**config.mk**
```make
export PLATFORM = sky130hd
export DESIGN_NAME = twr_slave
export DESIGN_NICKNAME = d
export VERILOG_FILES = /design/src/rtl/twr_pkg.sv /design/src/rtl/twr_bus_sampler.sv /design/src/rtl/twr_byte_decode.sv /design/src/rtl/twr_regbank.sv /design/src/rtl/twr_slave.sv
export SDC_FILE = /design/constraint.sdc
export NUM_CORES = 1
export LEC_CHECK = 0
export ABC_AREA = 1
export BUFFER_PORTS_ARGS = -buffer_cell sky130_fd_sc_hd__buf_2
export CAP_MARGIN = 20
export CORE_ASPECT_RATIO = 0.8
export CORE_UTILIZATION = 45
export CTS_CLUSTER_DIAMETER = 200
export CTS_CLUSTER_SIZE = 14
export DETAILED_ROUTE_END_ITERATION = 10
export SETUP_SLACK_MARGIN = 0.2
export SLEW_MARGIN = 20
export SYNTH_ARGS = -nofsm -noshare
export SYNTH_HDL_FRONTEND = slang
export SYNTH_SLANG_ARGS = --single-unit
```
**constraint.sdc**
```tcl
create_clock -name clk -period 5.5 [get_ports clk]
set_input_delay 0.55 -clock clk [delete_from_list [all_inputs] [get_ports clk]]
set_output_delay 0.55 -clock clk [all_outputs]
set_load 0.01 [all_outputs]
```
**src/rtl/twr_pkg.sv**
```systemverilog
package twr_pkg;

    // Link-level state of the slave
    typedef enum logic [2:0] {
        ST_IDLE,     // not addressed, bus ignored until a start
        ST_RX,       // shifting a byte in
        ST_ACK_TX,   // slave pulls SDA low for the ninth clock
        ST_TX,       // shifting a register byte out
        ST_ACK_RX    // master's acknowledge slot after a sent byte
    } link_state_e;

    // Meaning of the next byte that will be received
    typedef enum logic [1:0] {
        BY_ADDR1,    // first address byte (7-bit address or 10-bit header)
        BY_ADDR2,    // low eight bits of a 10-bit address
        BY_PTR,      // register pointer
        BY_DATA      // register write data
    } byte_role_e;

    // Synchronised bus view plus detected events
    typedef struct packed {
        logic scl;
        logic sda;
        logic start;
        logic stop;
        logic rise;
        logic fall;
    } bus_evt_t;

    // Verdict on a completed received byte
    typedef struct packed {
        logic       ack;
        logic       go_read;
        logic       set_ptr;
        logic       wr_en;
        logic       tenbit_ok;
        logic       tenbit_clr;
        byte_role_e next_role;
    } decision_t;

    localparam logic [4:0] TENBIT_TAG = 5'b11110;
    localparam logic [3:0] BYTE_BITS  = 4'd8;

    function automatic logic tenbit_header_hit(input logic [7:0] b, input logic [9:0] dev);
        return (b[7:3] == TENBIT_TAG) && (b[2:1] == dev[9:8]);
    endfunction

endpackage

```
**src/rtl/twr_bus_sampler.sv**
```systemverilog
module twr_bus_sampler
    import twr_pkg::*;
#(
    parameter int SYNC_STAGES = 2
) (
    input  logic     clk,
    input  logic     rst,
    input  logic     scl_i,
    input  logic     sda_i,
    output bus_evt_t evt
);
    localparam int LAST = (SYNC_STAGES < 2) ? 1 : SYNC_STAGES - 1;

    logic [LAST:0] scl_sh;
    logic [LAST:0] sda_sh;
    logic          scl_q;
    logic          sda_q;

    // Idle bus lines read high, so reset the chains high
    always_ff @(posedge clk) begin
        if (rst) begin
            scl_sh <= '1;
            sda_sh <= '1;
            scl_q  <= 1'b1;
            sda_q  <= 1'b1;
        end else begin
            scl_sh <= {scl_sh[LAST-1:0], scl_i};
            sda_sh <= {sda_sh[LAST-1:0], sda_i};
            scl_q  <= scl_sh[LAST];
            sda_q  <= sda_sh[LAST];
        end
    end

    always_comb begin
        evt.scl   = scl_sh[LAST];
        evt.sda   = sda_sh[LAST];
        evt.rise  = !scl_q && scl_sh[LAST];
        evt.fall  = scl_q && !scl_sh[LAST];
        // data edges count as conditions only while the clock stays high
        evt.start = scl_q && scl_sh[LAST] && sda_q && !sda_sh[LAST];
        evt.stop  = scl_q && scl_sh[LAST] && !sda_q && sda_sh[LAST];
    end

endmodule

```
**src/rtl/twr_byte_decode.sv**
```systemverilog
module twr_byte_decode
    import twr_pkg::*;
#(
    parameter logic [6:0] DEV7_A  = 7'h2A,
    parameter logic [6:0] DEV7_B  = 7'h2B,
    parameter logic [9:0] DEV10_A = 10'h1A4,
    parameter logic [9:0] DEV10_B = 10'h1A5
) (
    input  byte_role_e role,
    input  logic [7:0] rx_byte,
    input  logic       mode_10b,
    input  logic       addr_sel,
    input  logic       tenbit_seen,
    output decision_t  dec
);
    logic [6:0] dev7;
    logic [9:0] dev10;
    logic       hdr_hit;

    always_comb begin
        dev7    = addr_sel ? DEV7_B : DEV7_A;
        dev10   = addr_sel ? DEV10_B : DEV10_A;
        hdr_hit = tenbit_header_hit(rx_byte, dev10);

        dec           = '0;
        dec.next_role = role;

        unique case (role)
            BY_ADDR1: begin
                if (mode_10b) begin
                    if (hdr_hit && !rx_byte[0]) begin
                        // write header: second address byte follows
                        dec.ack        = 1'b1;
                        dec.tenbit_clr = 1'b1;
                        dec.next_role  = BY_ADDR2;
                    end else if (hdr_hit && tenbit_seen) begin
                        // read header only after a full match in this transfer
                        dec.ack     = 1'b1;
                        dec.go_read = 1'b1;
                    end
                end else if (rx_byte[7:1] == dev7) begin
                    dec.ack       = 1'b1;
                    dec.go_read   = rx_byte[0];
                    dec.next_role = BY_PTR;
                end
            end
            BY_ADDR2: begin
                if (mode_10b && (rx_byte == dev10[7:0])) begin
                    dec.ack       = 1'b1;
                    dec.tenbit_ok = 1'b1;
                    dec.next_role = BY_PTR;
                end
            end
            BY_PTR: begin
                dec.ack       = 1'b1;
                dec.set_ptr   = 1'b1;
                dec.next_role = BY_DATA;
            end
            BY_DATA: begin
                dec.ack       = 1'b1;
                dec.wr_en     = 1'b1;
                dec.next_role = BY_DATA;
            end
            default: dec = '0;
        endcase
    end

endmodule

```
**src/rtl/twr_regbank.sv**
```systemverilog
module twr_regbank #(
    parameter int REG_COUNT = 16,
    parameter int PTR_W     = 4
) (
    input  logic             clk,
    input  logic             rst,
    input  logic             wr_en,
    input  logic [PTR_W-1:0] waddr,
    input  logic [7:0]       wdata,
    input  logic [PTR_W-1:0] raddr,
    output logic [7:0]       rdata
);
    logic [7:0] mem [REG_COUNT];

    always_ff @(posedge clk) begin
        if (rst) begin
            for (int i = 0; i < REG_COUNT; i++) mem[i] <= '0;
        end else if (wr_en) begin
            mem[waddr] <= wdata;
        end
    end

    assign rdata = mem[raddr];

    // a written byte is found at its address one cycle later
    assert_write_lands_R5: assert property (@(posedge clk) disable iff (rst)
        wr_en |=> mem[$past(waddr)] == $past(wdata));

endmodule

```
**src/rtl/twr_slave.sv**
```systemverilog
module twr_slave
    import twr_pkg::*;
#(
    parameter int         REG_COUNT   = 16,
    parameter int         SYNC_STAGES = 2,
    parameter logic [6:0] DEV7_A      = 7'h2A,
    parameter logic [6:0] DEV7_B      = 7'h2B,
    parameter logic [9:0] DEV10_A     = 10'h1A4,
    parameter logic [9:0] DEV10_B     = 10'h1A5
) (
    input  logic clk,
    input  logic rst,
    input  logic scl_i,
    input  logic sda_i,
    input  logic mode_10b,
    input  logic addr_sel,
    output logic sda_oe
);
    localparam int              PTR_W   = (REG_COUNT > 1) ? $clog2(REG_COUNT) : 1;
    localparam logic [PTR_W-1:0] PTR_ONE = 1;

    bus_evt_t         evt;
    decision_t        dec;
    link_state_e      state;
    byte_role_e       role;
    logic [3:0]       bitcnt;
    logic [7:0]       shreg;
    logic [7:0]       txsh;
    logic [PTR_W-1:0] ptr;
    logic             tenbit_seen;
    logic             go_read_q;
    logic             master_ack;
    logic             wr_en;
    logic [7:0]       rd_data;
    logic             byte_done;

    twr_bus_sampler #(.SYNC_STAGES(SYNC_STAGES)) sampler_i (
        .clk   (clk),
        .rst   (rst),
        .scl_i (scl_i),
        .sda_i (sda_i),
        .evt   (evt)
    );

    twr_byte_decode #(
        .DEV7_A (DEV7_A), .DEV7_B (DEV7_B),
        .DEV10_A(DEV10_A), .DEV10_B(DEV10_B)
    ) decode_i (
        .role        (role),
        .rx_byte     (shreg),
        .mode_10b    (mode_10b),
        .addr_sel    (addr_sel),
        .tenbit_seen (tenbit_seen),
        .dec         (dec)
    );

    twr_regbank #(.REG_COUNT(REG_COUNT), .PTR_W(PTR_W)) bank_i (
        .clk   (clk),
        .rst   (rst),
        .wr_en (wr_en),
        .waddr (ptr),
        .wdata (shreg),
        .raddr (ptr),
        .rdata (rd_data)
    );

    // a received byte is judged on the clock fall that ends its eighth bit
    assign byte_done = (state == ST_RX) && evt.fall && (bitcnt == BYTE_BITS)
                       && !evt.start && !evt.stop;
    assign wr_en     = byte_done && dec.ack && dec.wr_en;

    always_ff @(posedge clk) begin
        if (rst) begin
            state       <= ST_IDLE;
            role        <= BY_ADDR1;
            bitcnt      <= '0;
            shreg       <= '0;
            txsh        <= '0;
            ptr         <= '0;
            tenbit_seen <= 1'b0;
            go_read_q   <= 1'b0;
            master_ack  <= 1'b0;
            sda_oe      <= 1'b0;
        end else if (evt.start) begin
            // start or repeated start: drop any partial byte
            state  <= ST_RX;
            role   <= BY_ADDR1;
            bitcnt <= '0;
            sda_oe <= 1'b0;
        end else if (evt.stop) begin
            state       <= ST_IDLE;
            role        <= BY_ADDR1;
            bitcnt      <= '0;
            sda_oe      <= 1'b0;
            tenbit_seen <= 1'b0;
        end else begin
            unique case (state)
                ST_IDLE: begin
                    sda_oe <= 1'b0;
                end
                ST_RX: begin
                    if (evt.rise) begin
                        shreg  <= {shreg[6:0], evt.sda};
                        bitcnt <= bitcnt + 4'd1;
                    end else if (byte_done) begin
                        if (dec.ack) begin
                            sda_oe    <= 1'b1;
                            state     <= ST_ACK_TX;
                            go_read_q <= dec.go_read;
                            role      <= dec.next_role;
                            if (dec.set_ptr)    ptr <= shreg[PTR_W-1:0];
                            if (dec.wr_en)      ptr <= ptr + PTR_ONE;
                            if (dec.tenbit_ok)  tenbit_seen <= 1'b1;
                            if (dec.tenbit_clr) tenbit_seen <= 1'b0;
                        end else begin
                            state <= ST_IDLE;
                        end
                    end
                end
                ST_ACK_TX: begin
                    if (evt.fall) begin
                        bitcnt <= '0;
                        if (go_read_q) begin
                            txsh   <= rd_data;
                            ptr    <= ptr + PTR_ONE;
                            sda_oe <= !rd_data[7];
                            state  <= ST_TX;
                        end else begin
                            sda_oe <= 1'b0;
                            state  <= ST_RX;
                        end
                    end
                end
                ST_TX: begin
                    if (evt.rise) begin
                        bitcnt <= bitcnt + 4'd1;
                    end else if (evt.fall) begin
                        if (bitcnt == BYTE_BITS) begin
                            sda_oe <= 1'b0;
                            state  <= ST_ACK_RX;
                        end else begin
                            txsh   <= {txsh[6:0], 1'b0};
                            sda_oe <= !txsh[6];
                        end
                    end
                end
                ST_ACK_RX: begin
                    if (evt.rise) begin
                        master_ack <= !evt.sda;
                    end else if (evt.fall) begin
                        if (master_ack) begin
                            bitcnt <= '0;
                            txsh   <= rd_data;
                            ptr    <= ptr + PTR_ONE;
                            sda_oe <= !rd_data[7];
                            state  <= ST_TX;
                        end else begin
                            state <= ST_IDLE;
                        end
                    end
                end
                default: begin
                    state  <= ST_IDLE;
                    sda_oe <= 1'b0;
                end
            endcase
        end
    end

    // a stop always leaves the data line released
    assert_release_on_stop_R1: assert property (@(posedge clk) disable iff (rst)
        evt.stop |=> !sda_oe);

    // an unaddressed slave never touches the bus
    assert_idle_quiet_R2: assert property (@(posedge clk) disable iff (rst)
        (state == ST_IDLE) |-> !sda_oe);

    // bytes go out in 10-bit mode only after a full address match
    assert_tenbit_read_gate_R4: assert property (@(posedge clk) disable iff (rst)
        (state == ST_TX && mode_10b) |-> tenbit_seen);

    // every stored byte advances the pointer by one
    assert_ptr_step_R5: assert property (@(posedge clk) disable iff (rst)
        wr_en |=> ptr == $past(ptr) + PTR_ONE);

    // an acknowledge pulse starts only after eight received bits
    assert_ack_after_byte_R6: assert property (@(posedge clk) disable iff (rst)
        ($rose(sda_oe) && state == ST_ACK_TX) |-> $past(bitcnt) == BYTE_BITS);

    // the output moves only while the synchronised clock is low
    assert_hold_while_high_R9: assert property (@(posedge clk) disable iff (rst)
        (sda_oe != $past(sda_oe) && !$past(evt.start) && !$past(evt.stop))
            |-> !$past(evt.scl));

endmodule

```
==> out/metrics.yaml, run 1 <==
status: "finished clean"
cts_buffers: 17
cts_tree: "done"
drc: 0
hold_buffers: 0
synthTopCellsByCount: "nor2_1, edfxtp_1, nor3_2"
portBuffers: 6
fp.coreArea_um2: 19200
cts_sinks: 170
grt_pass1_wl_mm: 35.4
dr.pass1.iters: 5
grt-ovfl-total: 0
wl_per_cell_um: 19.5
drt_iter0_markers: 727
maxCapViolCount: 0
drive_gt1_share_pct: 21.0
h-tree-depth: 4
avgSynthCellArea_um2: 9.65
post_cts_buffers: 0
antenna_found_initial: 0
synth_flop_cell: "edfxtp_1"
worstSetupPathType: "flop to flop"
cp_top_family: "simple AND/OR/NAND/NOR gates"
fmax_mhz: 264
setup_viol: 0
reg2reg_depth: 9
worstMarginPinSlew_ns: 1.10
antenna_cells: 0
slowest_stage: "o21ai_0"
areaGrowthSynthToFinish_pct: 7.54
die_width_um: 159
synthArstFlopShare_pct: 0
synth_edf_count: 128
synth_most_common_cell: "nor2_1"
endpoint_kind: "flop"
slowest_delay_ns: 1.14
root_buffer: "clkbuf_16"
r2r-end: "bank_i.mem[12][7]"
synth.area.top_cells: "edfxtp_1, nor3_2, dfxtp_1"
hold_start: "scl_i"
power_per_cell_area_nw_per_um2: 424
cp_data_arrival_time_ns: 3.85
grt_usage_pct: 23.4
hold_end: "sampler_i.scl_sh[0]"
ir_worst_vdd_mv: 0.291
hold_depth: 2
cp_data_required_time_ns: 5.56
r2r_start: "shreg[2]"
netlist_area_um2: 8930
ant_nets: 0
ys.warnings.count: 0
tns_ns: 0
insertion_delay_ns: 0.44
grt_pass1_vias: 5924
start_util_pct: 46.5
hold_class: "input port to flop"
yosysSeqAreaShare_pct: 52.5
cts_resized: 0
relSlewSlack_pct: 26.1
startpoint: "shreg[2]"
synth_nets: 937
rrSetupSlack_ns: 1.71
io_pins: 7
fin_skew_ns: 0.00983
min_period_ns: 3.79
gp_congestion: 0.927
vias_per_cell: 5.55
grt_start_max_net_pins: 64
die_area_um2: 20400
finalCritPeriodShare_pct: 68.9
synth_seq_cells: 170
yosys.area.top_type: "edfxtp_1"
pre_cts_ws_ns: 1.68
total_leakage_power_uw: 0.00321
fin_ws_ns: 1.71
fin_nets: 907
fp.dieH_um: 128
cts_buffer_depth: 2
crit_chain: "inv_2, nand2_1, nor2_1, nand3_1, nand3_2, nand3_4, inv_6, nand4_4, o21ai_0"
postSynthCellCount: 925
final_max_slew_viol_count: 0
hold_viol_final: 0
vias: 6472
routed_wl_mm: 22.8
yosysUniqueCellTypes: 39
cp_num_buf_inv: 2
dp_hpwl_mm: 14.3
rsz0062_at_grt: "no"
row_count: 45
cp_max_fo: 36
clkTransAtPathRegs_ns: 0.07
yosysTopAreaCellShare_pct: 43.0
cp-start-kind: "flop"
[cells in the final DEF (no fill, tap or decap), types with 9 or more instances in the layout]
master,n
nor2_1,158
edfxtp_1,128
nor3_2,111
nand2_1,99
o21ai_0,90
inv_1,57
nand3_1,42
dfxtp_1,41
a21oi_1,33
o211ai_1,22
nor3_1,17
clkbuf_16,17
o21ai_1,9
[how the worst max path moves through the flow]
| stage | end | cells after the start | slack [ns] |
|---|---|---|---|
| 6_report | bank_i.mem[12][7] | 9 | 1.71 |
| 3_3_place_gp | bank_i.mem[1][5] | 9 | 1.82 |
| 3_5_place_dp | bank_i.mem[9][0] | 9 | 1.68 |
| 5_1_grt | bank_i.mem[4][1] | 9 | 1.42 |
| 4_1_cts | bank_i.mem[9][2] | 9 | 1.66 |
| 2_1_floorplan | bank_i.mem[0][0] | 8 | 3.18 |
[power breakdown]
group	internal [uW]	leakage [uW]	switching (uW)	total [uW]
Sequential	1480	0.00156	90.1	1570
Clock	645	0.000273	543	1190
Combinational	330	0.00138	981	1310
[flip-flops by register name, summed over array words and instances, names as in the netlist, 2 cells and up, named ones only]
signal and flops:
txsh 7, sampler_i.scl_sh 2, role 2, bitcnt 4, state 3, ptr 4, sampler_i.sda_sh 2, bank_i.mem 128
shreg 8
[routing by layer]
layer / vias to the layer above / share of wire (%) / GRT usage, %
li1: 3125 / - / -
met1: 3114 / 48 / 35.6
met2: 214 / 43 / 33.4
met3: 19 / 7.6 / 5.63
met4: 0 / 0.80 / 5.09
met5: - / 0 / 0
[final cells by class]
class | instances | area, um^2
Multi-Input combinational cell | 622 | 3640
Inverter | 70 | 273
Sequential cell | 170 | 4690
Clock inverter | 14 | 136
Clock buffer | 18 | 439
Fill cell | 1720 | 9600
Timing Repair Buffer | 14 | 110
Tap cell | 258 | 323
[kinds of logic (layout without fill, tap and decap cells)]
logic type,after synthesis,count (layout),share of synthesized area [%]
AND/OR/NAND/NOR,456,456,29.9
flip-flops,170,170,52.5
AO/OA/AOI/OAI,157,157,9.58
buffers and inverters,133,116,6.88
adder cells (fa/ha/maj),6,6,0.841
XOR/XNOR,3,3,0.294
[through the flow]
step	hold WS [ns]	instance area, um^2	std cells	util (%)	total power [uW]
finish	0.294	9600	1166	50.0	4070
detailed placement	0.395	9000	1133	46.9	2890
global route	0.285	9600	1166	50.0	4270
CTS	0.280	9580	1165	49.9	4060
floorplan	0.389	8930	925	-	2490
global placement	0.401	9000	1133	46.9	2880
Note: power is estimated with default switching activity, not from simulation.
==> run 2: changes to the inputs <==
clock period = 3.2 ns   (was 5.5 ns; I/O delays follow)
==> run 2 against run 1 <==
Die area stayed put. Setup slack worse by 1.1 ns. Hold slack worse by 0.22 ns. Critical path depth grew 1. Via count increased by 0.82%.
==> out/metrics.yaml, run 2 (same netlist as run 1, synthesis figures left out) <==
ant_nets: 0
fillers: 1756
r2r_start: "shreg[6]"
wl_per_cell_um: 18.4
start_util_pct: 46.5
final_cell_mix: "nor2_1, edfxtp_1, nor3_2"
hold_start: "sda_i"
finalCritPeriodShare_pct: 81.0
clkTransAtPathRegs_ns: 0.07
grt_pass1_wl_mm: 34.8
drt_iter0_markers: 652
largest_reg_flops: 128
h-tree-depth: 4
cts_sinks: 170
cp_data_required_time_ns: 3.34
die_area_um2: 20400
grt_pass1_vias: 6154
relSlewSlack_pct: 51.3
cts_tree: "done"
power_per_cell_area_nw_per_um2: 714
hold_depth: 2
final_common_cell: "nor2_1"
dp_hpwl_mm: 14.4
endpoint_kind: "flop"
antenna_found_initial: 0
antenna_cells: 0
root_buffer: "clkbuf_16"
detailed_place.area_um2: 9330
die_width_um: 159
cp_data_arrival_time_ns: 2.73
drc: 0
grt_usage_pct: 22.8
worstSetupPathType: "flop to flop"
gp_congestion: 0.893
rsz0062_at_grt: "no"
final_max_slew_viol_count: 0
worstMarginPinSlew_ns: 0.731
fp.coreArea_um2: 19200
final_design_area_no_fill_um2: 9920
routed_wl_mm: 22.2
insertion_delay_ns: 0.43
fin_skew_ns: 0.0138
cts_buffer_depth: 2
dr.pass1.iters: 5
vias_per_cell: 5.41
fin_nets: 946
grt_start_max_net_pins: 77
drive_gt1_share_pct: 23.9
hold_viol_final: 0
startpoint: "shreg[6]"
cts_resized: 0
row_count: 45
tns_ns: 0
reg2reg_depth: 10
r2r-end: "bank_i.mem[12][5]"
finalNonFillerCells: 1205
cts_buffers: 17
vias: 6525
total_leakage_power_uw: 0.00339
setup_viol: 0
fp.dieH_um: 128
ir_worst_vdd_mv: 0.392
io_pins: 7
cp-start-kind: "flop"
areaGrowthSynthToFinish_pct: 11.0
place_inst: 1173
hold_buffers: 0
reg.largest.list: "bank_i.mem x128, shreg x8, txsh x7"
portBuffers: 6
fmax_mhz: 386
maxCapViolCount: 0
min_period_ns: 2.59
rrSetupSlack_ns: 0.61
cp_max_fo: 19
top_register: "bank_i.mem"
hold_end: "sampler_i.sda_sh[0]"
grt-ovfl-total: 0
post_cts_buffers: 0
hold_class: "input port to flop"
status: "finished clean"
[run 2: changes by cell type in the layout (fill, tap and decap cells not counted), sizes merged]
| cell | previous run | this run |
|---|---|---|
| clkbuf | 18 | 23 |
| clkinv | 10 | 7 |
| buf | 14 | 53 |
| bufinv | 1 | 2 |
| clkinvlp | 4 | 3 |
| inv | 69 | 67 |
[run 2: worst max path at each step]
stage	end
3_5_place_dp	bank_i.mem[12][2]
6_report	bank_i.mem[12][5]
5_1_grt	bank_i.mem[12][5]
3_3_place_gp	bank_i.mem[4][0]
4_1_cts	bank_i.mem[12][5]
2_1_floorplan	bank_i.mem[0][0]
[run 2: power by group]
group          switching (uW)  total, uW  internal, uW
Combinational            1690       2340           641
Clock                     862       2080          1220
Sequential                121       2660          2540
[run 2: stage by stage]
stage / total power (uW) / worst slack (ns) / hold slack [ns] / utilization, %
2_1_floorplan: 4280 / 0.909 / 0.389 / -
3_3_place_gp: 5000 / 0.690 / 0.404 / 48.6
3_5_place_dp: 5010 / 0.638 / 0.396 / 48.6
4_1_cts: 7080 / 0.622 / 0.0652 / 51.6
5_1_grt: 7440 / 0.455 / 0.0590 / 51.6
6_report: 7080 / 0.609 / 0.0732 / 51.6
[run 2: metal layers]
metal  GRT usage, %  wire (um)  vias to the layer above
li1               -          -                     3196
met1           33.1      11000                     3123
met2           34.1       9540                      181
met3           5.27       1280                       25
met4           6.17        340                        0
met5              0          0                        -
[run 2: critical path: stages (launching register included)]
cell and delay (ns):
dfxtp_1 0.33, inv_4 0.28, nand2_1 0.09, nor2_1 0.15
nand3_1 0.10, nand2_1 0.14, nand3_4 0.11, inv_6 0.13
nand4_4 0.34, o21ai_0 0.39, buf_4 0.23
[run 2: final cells by class]
class                      instances  area [um^2]  area share [%]
clock buffer                      23          478            4.82
inverter                          70          273            2.75
tap                              258          323            3.26
sequential                       170         4690            47.3
clock inverter                     9          113            1.14
timing repair buffer              53          408            4.11
multi-input combinational        622         3640            36.7
==> run 3: changes to the inputs <==
clock period = 2.7 ns   (was 3.2 ns; I/O delays follow)
==> run 3 against run 2 <==
Count of clock-buffer cells in the layout fell by 5. Cell area rose by 0.16%. Wire length rose by 1.4%. Utilization rose by 0.085 points. Via count rose by 2.6%. Highest routed layer unchanged. Combinational power rose by 20%. Register-to-register slack got worse by 0.25 ns. Largest cell class unchanged. Die area did not move.
==> out/metrics.yaml, run 3 (same netlist as run 1, synthesis figures left out) <==
tns_ns: 0
fmax_mhz: 427
pre_cts_ws_ns: 0.342
grt_start_max_net_pins: 77
cts_buffer_depth: 2
dp_hpwl_mm: 14.8
gp_congestion: 0.894
cts_tree: "done"
cp_max_fo: 13
drt_iter0_markers: 821
cp-start-kind: "flop"
insertion_delay_ns: 0.43
worstSetupPathType: "flop to flop"
die_area_um2: 20400
vias: 6697
h-tree-depth: 4
wl_per_cell_um: 18.5
cp_data_arrival_time_ns: 2.49
largest_reg_flops: 128
p_int_uw: 5070
comb_power_share_pct: 33.9
endpoint_kind: "flop"
power_per_cell_area_nw_per_um2: 835
reg.largest.list: "bank_i.mem x128, shreg x8, txsh x7"
start_util_pct: 46.5
fin_nets: 953
worstMarginPinSlew_ns: 0.616
clkTransAtPathRegs_ns: 0.07
cts_buffers: 17
setup_viol: 0
antenna_cells: 0
vias_per_cell: 5.53
grt_pass1_vias: 6292
final_max_slew_viol_count: 0
grt_usage_pct: 23.2
switchingPower_uw: 3220
grt-ovfl-total: 0
die_width_um: 159
final_util_pct: 51.7
io_pins: 7
hold_class: "input port to flop"
fin_ws_ns: 0.359
portBuffers: 6
top_register: "bank_i.mem"
total_leakage_power_uw: 0.00341
cts_sinks: 170
power_frac_seq_pct: 38.1
drc: 0
rsz0062_at_grt: "yes"
sw_frac_of_total_pct: 38.8
drive_gt1_share_pct: 24.5
maxCapViolCount: 0
areaGrowthSynthToFinish_pct: 11.2
hold_buffers: 0
routed_wl_mm: 22.5
ir_worst_vdd_mv: 0.601
row_count: 45
relSlewSlack_pct: 58.8
grt_pass1_wl_mm: 35.6
antenna_found_initial: 0
fp.coreArea_um2: 19200
min_period_ns: 2.34
fp.dieH_um: 128
fin_skew_ns: 0.00829
power.share.clock_pct: 28.0
status: "finished clean"
hold_viol_final: 0
finalNonFillerCells: 1212
place_inst: 1180
dr.pass1.iters: 6
final_common_cell: "nor2_1"
cp_data_required_time_ns: 2.85
finalCritPeriodShare_pct: 86.7
final_cell_mix: "nor2_1, edfxtp_1, nor3_2"
root_buffer: "clkbuf_16"
ant_nets: 0
## run 3: changes by cell type in the layout (fill, tap and decap cells not counted), moves of 2 or more
cell      delta
buf_4        +7
o21ai_0      -4
o21ai_1      +4
clkbuf_8     -3
clkinv_4     +3
clkbuf_1     -2
clkinv_2     +2
## run 3: what timing repair did
action	4_1_cts	5_1_grt
gates resized for setup	0	4
setup buffers	0	0
setup endpoints to repair	0	33
## run 3: layout make-up
class,count,area (um^2)
Clock buffer,18,429
Inverter,70,273
Tap cell,258,323
Clock inverter,14,125
Fill cell,1742,9270
Sequential cell,170,4690
Multi-Input combinational cell,622,3640
Timing Repair Buffer,60,460
## run 3: power by group through the flow
stage / clock network [uW] / registers [uW] / logic (uW)
floorplan: 0 / 3150 / 1920
detailed placement: 0 / 3220 / 2780
CTS: 2350 / 3160 / 2790
finish: 2320 / 3160 / 2810
global placement: 0 / 3210 / 2770
global route: 2450 / 3190 / 3100
## run 3: path summary, 6_finish.rpt
check	from	to	slack, ns	cells past startpoint
worst max-delay path	shreg[3]	bank_i.mem[10][1]	0.36	10
worst min-delay path	sda_i	sampler_i.sda_sh[0]	0.02	2
worst max register to register	shreg[3]	bank_i.mem[10][1]	0.36	10
worst min register to register	sampler_i.scl_sh[0]	sampler_i.scl_sh[1]	0.41	1
## run 3: metal layers
metal / global-route usage, % / up-vias / share of wire, %
met5: 0 / - / 0
met4: 6.50 / 0 / 1.4
met3: 5.05 / 22 / 6.7
met2: 35.2 / 204 / 44
met1: 33.6 / 3250 / 48
li1: - / 3221 / -
## run 3: per-stage QoR
stage	hold slack (ns)	area (um^2)	total power, uW
6_report	0.0170	9930	8290
5_1_grt	0.0105	9930	8740
4_1_cts	0.00327	9930	8300
3_5_place_dp	0.395	9380	6000
3_3_place_gp	0.402	9380	5980
2_1_floorplan	0.374	8930	5070
## run 3: worst max-delay path: stages (launching register included)
cell and delay [ns]:
dfxtp_1 0.32, inv_2 0.19, nand2_1 0.08, nor2_1 0.17, nand3_1 0.14, nand2_1 0.14, nand3_4 0.11, inv_6 0.12
nand4_4 0.26, o21ai_1 0.32, buf_4 0.20
